`src/rtl/pdma_pkg.sv`:
```
package pdma_pkg;
  localparam int IDX_W = 3;

  typedef enum logic [1:0] {
    OP_READY = 2'd0,
    OP_SEND  = 2'd1,
    OP_TRECV = 2'd2,
    OP_IRECV = 2'd3
  } pdma_op_e;

  localparam logic [IDX_W-1:0] IDX_DATA  = 3'd0;
  localparam logic [IDX_W-1:0] IDX_ICMD  = 3'd1;
  localparam logic [IDX_W-1:0] IDX_SEND  = 3'd5;
  localparam logic [IDX_W-1:0] IDX_TRECV = 3'd6;
  localparam logic [IDX_W-1:0] IDX_IRECV = 3'd7;

  // settled bus pair, {req, ack}
  localparam logic [1:0] BUS_IDLE    = 2'b00;
  localparam logic [1:0] BUS_REQ     = 2'b10;
  localparam logic [1:0] BUS_BOTH    = 2'b11;
  localparam logic [1:0] BUS_ACKONLY = 2'b01;
endpackage

```
`src/rtl/pdma_rst_sync.sv`:
```
module pdma_rst_sync #(
  parameter int STAGES = 2
) (
  input  logic clk,
  input  logic rst_n_in,
  output logic rst_n_out
);
  logic [STAGES-1:0] sh_q;

  always_ff @(posedge clk or negedge rst_n_in) begin
    if (!rst_n_in) sh_q <= '0;
    else           sh_q <= {sh_q[STAGES-2:0], 1'b1};
  end

  assign rst_n_out = sh_q[STAGES-1];
endmodule

```
`src/rtl/pdma_deskew.sv`:
```
module pdma_deskew #(
  parameter int LINES       = 2,
  parameter int SYNC_STAGES = 2,
  parameter int DESKEW_CYC  = 3
) (
  input  logic             clk,
  input  logic             rst_n,
  input  logic [LINES-1:0] line_in,
  output logic [LINES-1:0] settled,
  output logic             settle_pulse
);
  localparam int CNT_W = $clog2(DESKEW_CYC + 1);
  localparam logic [CNT_W-1:0] CNT_MAX  = CNT_W'(DESKEW_CYC);
  localparam logic [CNT_W-1:0] CNT_FIRE = CNT_W'(DESKEW_CYC - 1);

  logic [LINES-1:0] sync_val;
  logic [LINES-1:0] prev_q;
  logic [CNT_W-1:0] cnt_q, cnt_d;
  logic             changed;

  // per-line synchroniser chain
  for (genvar g = 0; g < LINES; g++) begin : g_sync
    logic [SYNC_STAGES-1:0] sh_q;
    always_ff @(posedge clk or negedge rst_n) begin
      if (!rst_n) sh_q <= '0;
      else        sh_q <= {sh_q[SYNC_STAGES-2:0], line_in[g]};
    end
    assign sync_val[g] = sh_q[SYNC_STAGES-1];
  end

  assign changed = (sync_val != prev_q);

  always_comb begin
    if (changed)              cnt_d = '0;
    else if (cnt_q != CNT_MAX) cnt_d = cnt_q + 1'b1;
    else                      cnt_d = cnt_q;
  end

  always_ff @(posedge clk or negedge rst_n) begin
    if (!rst_n) begin
      prev_q <= '0;
      cnt_q  <= CNT_MAX;
    end else begin
      prev_q <= sync_val;
      cnt_q  <= cnt_d;
    end
  end

  // one pulse once the lines have held still long enough after a change
  assign settle_pulse = !changed && (cnt_q == CNT_FIRE);
  assign settled      = prev_q;
endmodule

```
`src/rtl/pdma_ctrl.sv`:
```
module pdma_ctrl
  import pdma_pkg::*;
#(
  parameter int DATA_W = 8
) (
  input  logic              clk,
  input  logic              rst_n,
  input  logic              host_wr,
  input  logic              host_rd,
  input  logic [IDX_W-1:0]  host_addr,
  input  logic [DATA_W-1:0] host_wdata,
  input  logic              mode_dma,
  input  logic              mode_target,
  input  logic              man_ack,
  input  logic [1:0]        bus_settled,
  input  logic              settle_pulse,
  output logic              ack_drive,
  output logic              dma_req,
  output logic              stat_dma,
  output logic              data_drive_en,
  output logic              active_o,
  output pdma_op_e          op_o
);
  logic     active_q;
  pdma_op_e op_q, op_d;
  logic     req_q, req_d;
  logic     dack_q, dack_d;
  logic     dben_q, dben_d;
  logic     op_we, dben_we, hs_we;
  logic     enter, leave, xfer;
  logic     wdata_unused;

  assign wdata_unused = ^host_wdata[DATA_W-1:1];

  assign enter = mode_dma && !active_q;
  assign leave = !mode_dma && active_q;

  assign xfer = active_q && req_q && (host_addr == IDX_DATA) &&
                (((op_q == OP_SEND)  && host_wr) ||
                 ((op_q == OP_IRECV) && host_rd));

  // operation selector
  always_comb begin
    op_we = leave;
    op_d  = op_q;
    if (host_wr) begin
      case (host_addr)
        IDX_SEND:  begin op_d = OP_SEND;  op_we = 1'b1; end
        IDX_TRECV: begin op_d = OP_TRECV; op_we = 1'b1; end
        IDX_IRECV: begin op_d = OP_IRECV; op_we = 1'b1; end
        default:   ;
      endcase
    end
    if (leave) op_d = OP_READY;
  end

  // data-bus-enable bit
  always_comb begin
    dben_we = enter || (host_wr && host_addr == IDX_ICMD);
    dben_d  = host_wdata[0];
    if (enter) dben_d = 1'b0;
  end

  // request / acknowledge handshake
  always_comb begin
    req_d  = req_q;
    dack_d = dack_q;
    if (active_q && settle_pulse) begin
      case (bus_settled)
        BUS_REQ:     req_d = 1'b1;
        BUS_ACKONLY: begin req_d = 1'b0; dack_d = 1'b0; end
        default:     req_d = 1'b0;
      endcase
    end
    if (xfer) begin
      req_d  = 1'b0;
      dack_d = 1'b1;
    end
    if (leave) begin
      req_d  = 1'b0;
      dack_d = 1'b0;
    end
    hs_we = (active_q && settle_pulse) || xfer || leave;
  end

  always_ff @(posedge clk or negedge rst_n) begin
    if (!rst_n) begin
      active_q <= 1'b0;
      op_q     <= OP_READY;
      req_q    <= 1'b0;
      dack_q   <= 1'b0;
      dben_q   <= 1'b0;
    end else begin
      active_q <= mode_dma;
      if (op_we)   op_q   <= op_d;
      if (dben_we) dben_q <= dben_d;
      if (hs_we) begin
        req_q  <= req_d;
        dack_q <= dack_d;
      end
    end
  end

  assign ack_drive     = !mode_target && (man_ack || (active_q && dack_q));
  assign dma_req       = req_q;
  assign stat_dma      = req_q && active_q;
  assign data_drive_en = dben_q;
  assign active_o      = active_q;
  assign op_o          = op_q;
endmodule

```
`src/rtl/pdma_handshake.sv`:
```
module pdma_handshake
  import pdma_pkg::*;
#(
  parameter int DESKEW_CYC  = 3,
  parameter int SYNC_STAGES = 2,
  parameter int RST_STAGES  = 2,
  parameter int DATA_W      = 8
) (
  input  logic              clk,
  input  logic              rst_n,
  input  logic              bus_req,
  input  logic              bus_ack,
  input  logic              host_wr,
  input  logic              host_rd,
  input  logic [IDX_W-1:0]  host_addr,
  input  logic [DATA_W-1:0] host_wdata,
  input  logic              mode_dma,
  input  logic              mode_target,
  input  logic              man_ack,
  output logic              ack_drive,
  output logic              dma_req,
  output logic              stat_dma,
  output logic              data_drive_en
);
  logic       rst_sync_n;
  logic [1:0] bus_settled;
  logic       settle_pulse;
  logic       dma_active;
  pdma_op_e   cur_op;

  pdma_rst_sync #(.STAGES(RST_STAGES)) u_rst (
    .clk       (clk),
    .rst_n_in  (rst_n),
    .rst_n_out (rst_sync_n)
  );

  pdma_deskew #(
    .LINES       (2),
    .SYNC_STAGES (SYNC_STAGES),
    .DESKEW_CYC  (DESKEW_CYC)
  ) u_deskew (
    .clk          (clk),
    .rst_n        (rst_sync_n),
    .line_in      ({bus_req, bus_ack}),
    .settled      (bus_settled),
    .settle_pulse (settle_pulse)
  );

  pdma_ctrl #(.DATA_W(DATA_W)) u_ctrl (
    .clk           (clk),
    .rst_n         (rst_sync_n),
    .host_wr       (host_wr),
    .host_rd       (host_rd),
    .host_addr     (host_addr),
    .host_wdata    (host_wdata),
    .mode_dma      (mode_dma),
    .mode_target   (mode_target),
    .man_ack       (man_ack),
    .bus_settled   (bus_settled),
    .settle_pulse  (settle_pulse),
    .ack_drive     (ack_drive),
    .dma_req       (dma_req),
    .stat_dma      (stat_dma),
    .data_drive_en (data_drive_en),
    .active_o      (dma_active),
    .op_o          (cur_op)
  );
endmodule

```
`config.mk`:
```
export PLATFORM = sky130hd
export DESIGN_NAME = pdma_handshake
export DESIGN_NICKNAME = d
export VERILOG_FILES = /design/src/rtl/pdma_pkg.sv /design/src/rtl/pdma_rst_sync.sv /design/src/rtl/pdma_deskew.sv /design/src/rtl/pdma_ctrl.sv /design/src/rtl/pdma_handshake.sv
export SDC_FILE = /design/constraint.sdc
export NUM_CORES = 1
export LEC_CHECK = 0
export BUFFER_PORTS_ARGS = -buffer_cell sky130_fd_sc_hd__buf_2
export CAP_MARGIN = 0
export CORE_MARGIN = 3
export CORE_UTILIZATION = 46
export DETAILED_ROUTE_END_ITERATION = 7
export PLACE_DENSITY = 0.86
export SETUP_SLACK_MARGIN = 0.1
export SYNTH_ARGS = -nofsm -noshare
export SYNTH_HDL_FRONTEND = slang
export SYNTH_HIERARCHICAL = 1
export SYNTH_SLANG_ARGS = --single-unit
```
`constraint.sdc`:
```
create_clock -name clk -period 0.95 [get_ports clk]
set_clock_uncertainty 0.2 [all_clocks]
set_input_delay 0.1425 -clock clk [delete_from_list [all_inputs] [get_ports clk]]
set_output_delay 0.1425 -clock clk [all_outputs]
set_load 0.02 [all_outputs]
```
==> results.sh <==
export IMPL_run_status="finished, violations left"
export IMPL_violations="negative hold slack, negative setup slack"
export IMPL_netlist_instances=53
export IMPL_fp_dieW_microns=43.90
export IMPL_yosysWarnings=6
export IMPL_whs_ns=-0.1432
export IMPL_die_y_microns=43.90
export IMPL_synth_seq_cells=16
export IMPL_p_leak_nw=0.4974
export IMPL_synth_area_mux_share_pct=3.030
export IMPL_htreeDepth=1
export IMPL_drt_iter0_drc=10
export IMPL_period_needed_ns=1.620
export IMPL_n_antenna_cell=0
export IMPL_grt_use_met3_pct=4.149
export IMPL_numCtsBuffers=3
export IMPL_hold_path_class="in2reg"
export IMPL_hpwl_microns=1176
export IMPL_synth_top_family_by_area="simple AND/OR/NAND/NOR gates"
export IMPL_syn_mean_instance_area_sq_um=12.46
export IMPL_min_period_over_period_pct=170.5
export IMPL_gr_usage_met1_pct=20.21
export IMPL_syn_area_sq_um=660.6
export IMPL_met2_usage_pct=33.14
export IMPL_grt_use_total_pct=20.05
export IMPL_setup_viol=11
export IMPL_path_class="reg2reg"
export IMPL_root_buffer="clkbuf_4"
export IMPL_synth_simple_area_share_pct=18.75
export IMPL_reg2reg_slack_ns=-0.67
export IMPL_reg2reg_to="u_ctrl/dma_req$_DFFE_PN0P_"
export IMPL_path_max_fanout=3
export IMPL_synth_top_cell_area_share_pct=53.03
export IMPL_antenna_found_initial=0
export IMPL_cp_slowest_cell="dfstp_2"
export IMPL_peakVddDrop_v=0.001121
export IMPL_numPortBuffers=16
export IMPL_synthAdderAreaFrac_pct=3.788
export IMPL_design_area_sq_mm=0.001086
export IMPL_setup_ws_ns=-0.6699
export IMPL_cpPeakStageDelay_ns=0.57
export IMPL_start_util_pct=50.14
export IMPL_drive_above_1_share_pct=58.06
export IMPL_grt_pass1_vias=599
export IMPL_gp_congestion=0.7905
export IMPL_slew_violations=0
export IMPL_drc_errors=0
export IMPL_num_nets_final=116
export IMPL_grt_max_degree=10
export IMPL_busiest_layer="met2"
export IMPL_synthTopCellsByArea="dfrtp_1 53%, dfstp_2 8.0%, xor2_1 4.0%, a21oi_1 3.8%, ha_1 3.8%"
export IMPL_grt_pass1_wl_microns=2580
export IMPL_startpoint="u_deskew/cnt_q[0]$_DFFE_PN1P_"
export IMPL_r2r_cells=6
export IMPL_clock_sinks=16
export IMPL_cts_tree="yes"
export IMPL_coreArea_sq_mm=0.001318
export IMPL_routedWlPerCell_microns=16.44
export IMPL_crit_path_end_kind="register"
export IMPL_cp_data_arrival_time_ns=1.59
export IMPL_num_vias=578
export IMPL_hold_viol_final=12
export IMPL_clk_latency_ns=0.28
export IMPL_cp_required_ns=0.92
export IMPL_ys_seq_area_share_pct=60.98
export IMPL_syn_to_final_growth_pct=64.39
export IMPL_ctsHoldBuffers=3
export IMPL_vias_per_cell=5.352
export IMPL_ant_nets=0
export IMPL_ys_types=24
export IMPL_clk_pin_slew_ns=0.09
export IMPL_synth_compound_area_share_pct=7.765
export IMPL_row_count=13
export IMPL_p_per_area_mw_per_mm2=1398
export IMPL_drtPass1Iterations=4
export IMPL_grt_ovfl_total=0
export IMPL_cts_path_max_buffers=2
export IMPL_io_pin_count=24
export IMPL_setup_tns_ns=-4.348
export IMPL_synth_xor_area_share_pct=3.977
export IMPL_wl_microns=1775
export IMPL_yosysTopAreaCell="dfrtp_1"
export IMPL_drv_cap=0
export IMPL_rsz0062_at_grt="true"
export IMPL_placed_area_sq_um=879.6
export IMPL_start_kind="register"
export IMPL_final_core_util_pct=82.43
export IMPL_cp_cell_sequence="inv_2, ha_4, nor3b_4, and4b_1, o21ai_1, a21oi_1"
export IMPL_die_area_sq_mm=0.001927
export IMPL_r2r_start="u_deskew/cnt_q[0]$_DFFE_PN1P_"
export IMPL_endpoint="u_ctrl/dma_req$_DFFE_PN0P_"
export IMPL_synth_fp_nets=75
export IMPL_max_freq_ghz=0.6173
[repair_timing]
item,in CTS,in global routing
gates cloned,0,0
pin swaps,2,4
hold endpoints to repair,14,11
endpoints found under the setup margin,11,11
resized for setup,25,3
buffers inserted,3,3
[cells in the final DEF (no fill, tap or decap), drive strengths merged, types with 2 or more instances in the layout]
cell type / instances
a21oi: 5
and2: 2
buf: 33
clkbuf: 4
dfrtp: 14
dfstp: 2
dlygate4sd3: 3
ha: 2
inv: 2
mux2i: 2
nand2: 4
nand3: 2
nand4b: 2
nor2: 2
xor2: 3
[final cells by class]
class                      instances  area [sq um]
fill                              74         231.5
clock buffer                       4         26.28
sequential                        16         402.9
tap                               15         18.77
timing repair buffer              36         285.3
inverter                           2         15.01
multi-input combinational         35         337.8
[cells by family after synthesis]
family,count (synthesis)
flip-flops,16
XOR/XNOR,3
AND/OR/NAND/NOR,19
multiplexers,2
adder cells (fa/ha/maj),2
AO/OA/AOI/OAI,8
other,1
buffers and inverters,2
[layer usage]
layer	share of wire [%]	wire, microns
met2	58	1023
met4	5.1	91
met1	34	605
met5	0	0
met3	3.0	53
[state kept, by name (all words and copies together), names as in the netlist]
name	cells
u_ctrl/data_drive_en	1
u_ctrl/dack_q	1
u_deskew/settled	2
u_ctrl/dma_req	1
u_ctrl/op_o	2
u_ctrl/active_o	1
u_rst/sh_q	2
u_deskew/g_sync.sh_q	4
u_deskew/cnt_q	2
[Yosys cell counts, drive strengths merged]
library cell  number
a211oi             1
a21oi              5
and2               2
and4b              1
and4bb             1
conb               1
dfrtp             14
dfstp              2
ha                 2
inv                2
mux2i              2
nand2              4
nand3              2
nand4b             2
nor2               2
nor2b              1
nor3               1
nor3b              1
nor4               1
o21ai              1
o22a               1
or2                1
xor2               3
[power by group]
group | switching (W) | internal (W)
logic | 0.000166 | 0.000204
registers | 0.0000424 | 0.000733
clock network | 0.000210 | 0.000163
[how the worst min path moves through the flow]
stage / endpoint / slack [ns] / depth (start not counted) / startpoint
2_1_floorplan: u_rst/sh_q[0]$_DFF_PN0_ / -0.35 / 0 / rst_n
3_3_place_gp: u_rst/sh_q[1]$_DFF_PN0_ / -0.27 / 1 / rst_n
3_5_place_dp: u_rst/sh_q[1]$_DFF_PN0_ / -0.27 / 1 / rst_n
4_1_cts: u_ctrl/active_o$_DFF_PN0_ / -0.16 / 1 / mode_dma
5_1_grt: u_ctrl/active_o$_DFF_PN0_ / -0.16 / 1 / mode_dma
6_report: u_ctrl/active_o$_DFF_PN0_ / -0.14 / 1 / mode_dma
[critical path: cells and delay by family, from the launching register on]
family	cells	cell delay (ns)
AO/OA/AOI/OAI	2	0.19
adder cells (fa/ha/maj)	1	0.14
buffers and inverters	1	0.05
flip-flops	1	0.57
AND/OR/NAND/NOR	2	0.35
[stage by stage]
stage | setup WS [ns] | hold slack, ns | total power, W | instances
6_report | -0.6699 | -0.1432 | 0.001518 | 108
3_5_place_dp | -0.6413 | -0.2654 | 0.001034 | 95
3_3_place_gp | -0.5866 | -0.2735 | 0.001018 | 95
4_1_cts | -0.6480 | -0.1551 | 0.001482 | 105
2_1_floorplan | -0.5755 | -0.3531 | 0.0008981 | 53
5_1_grt | -0.7000 | -0.1578 | 0.001584 | 108
Power figures use the tool's default switching activity.
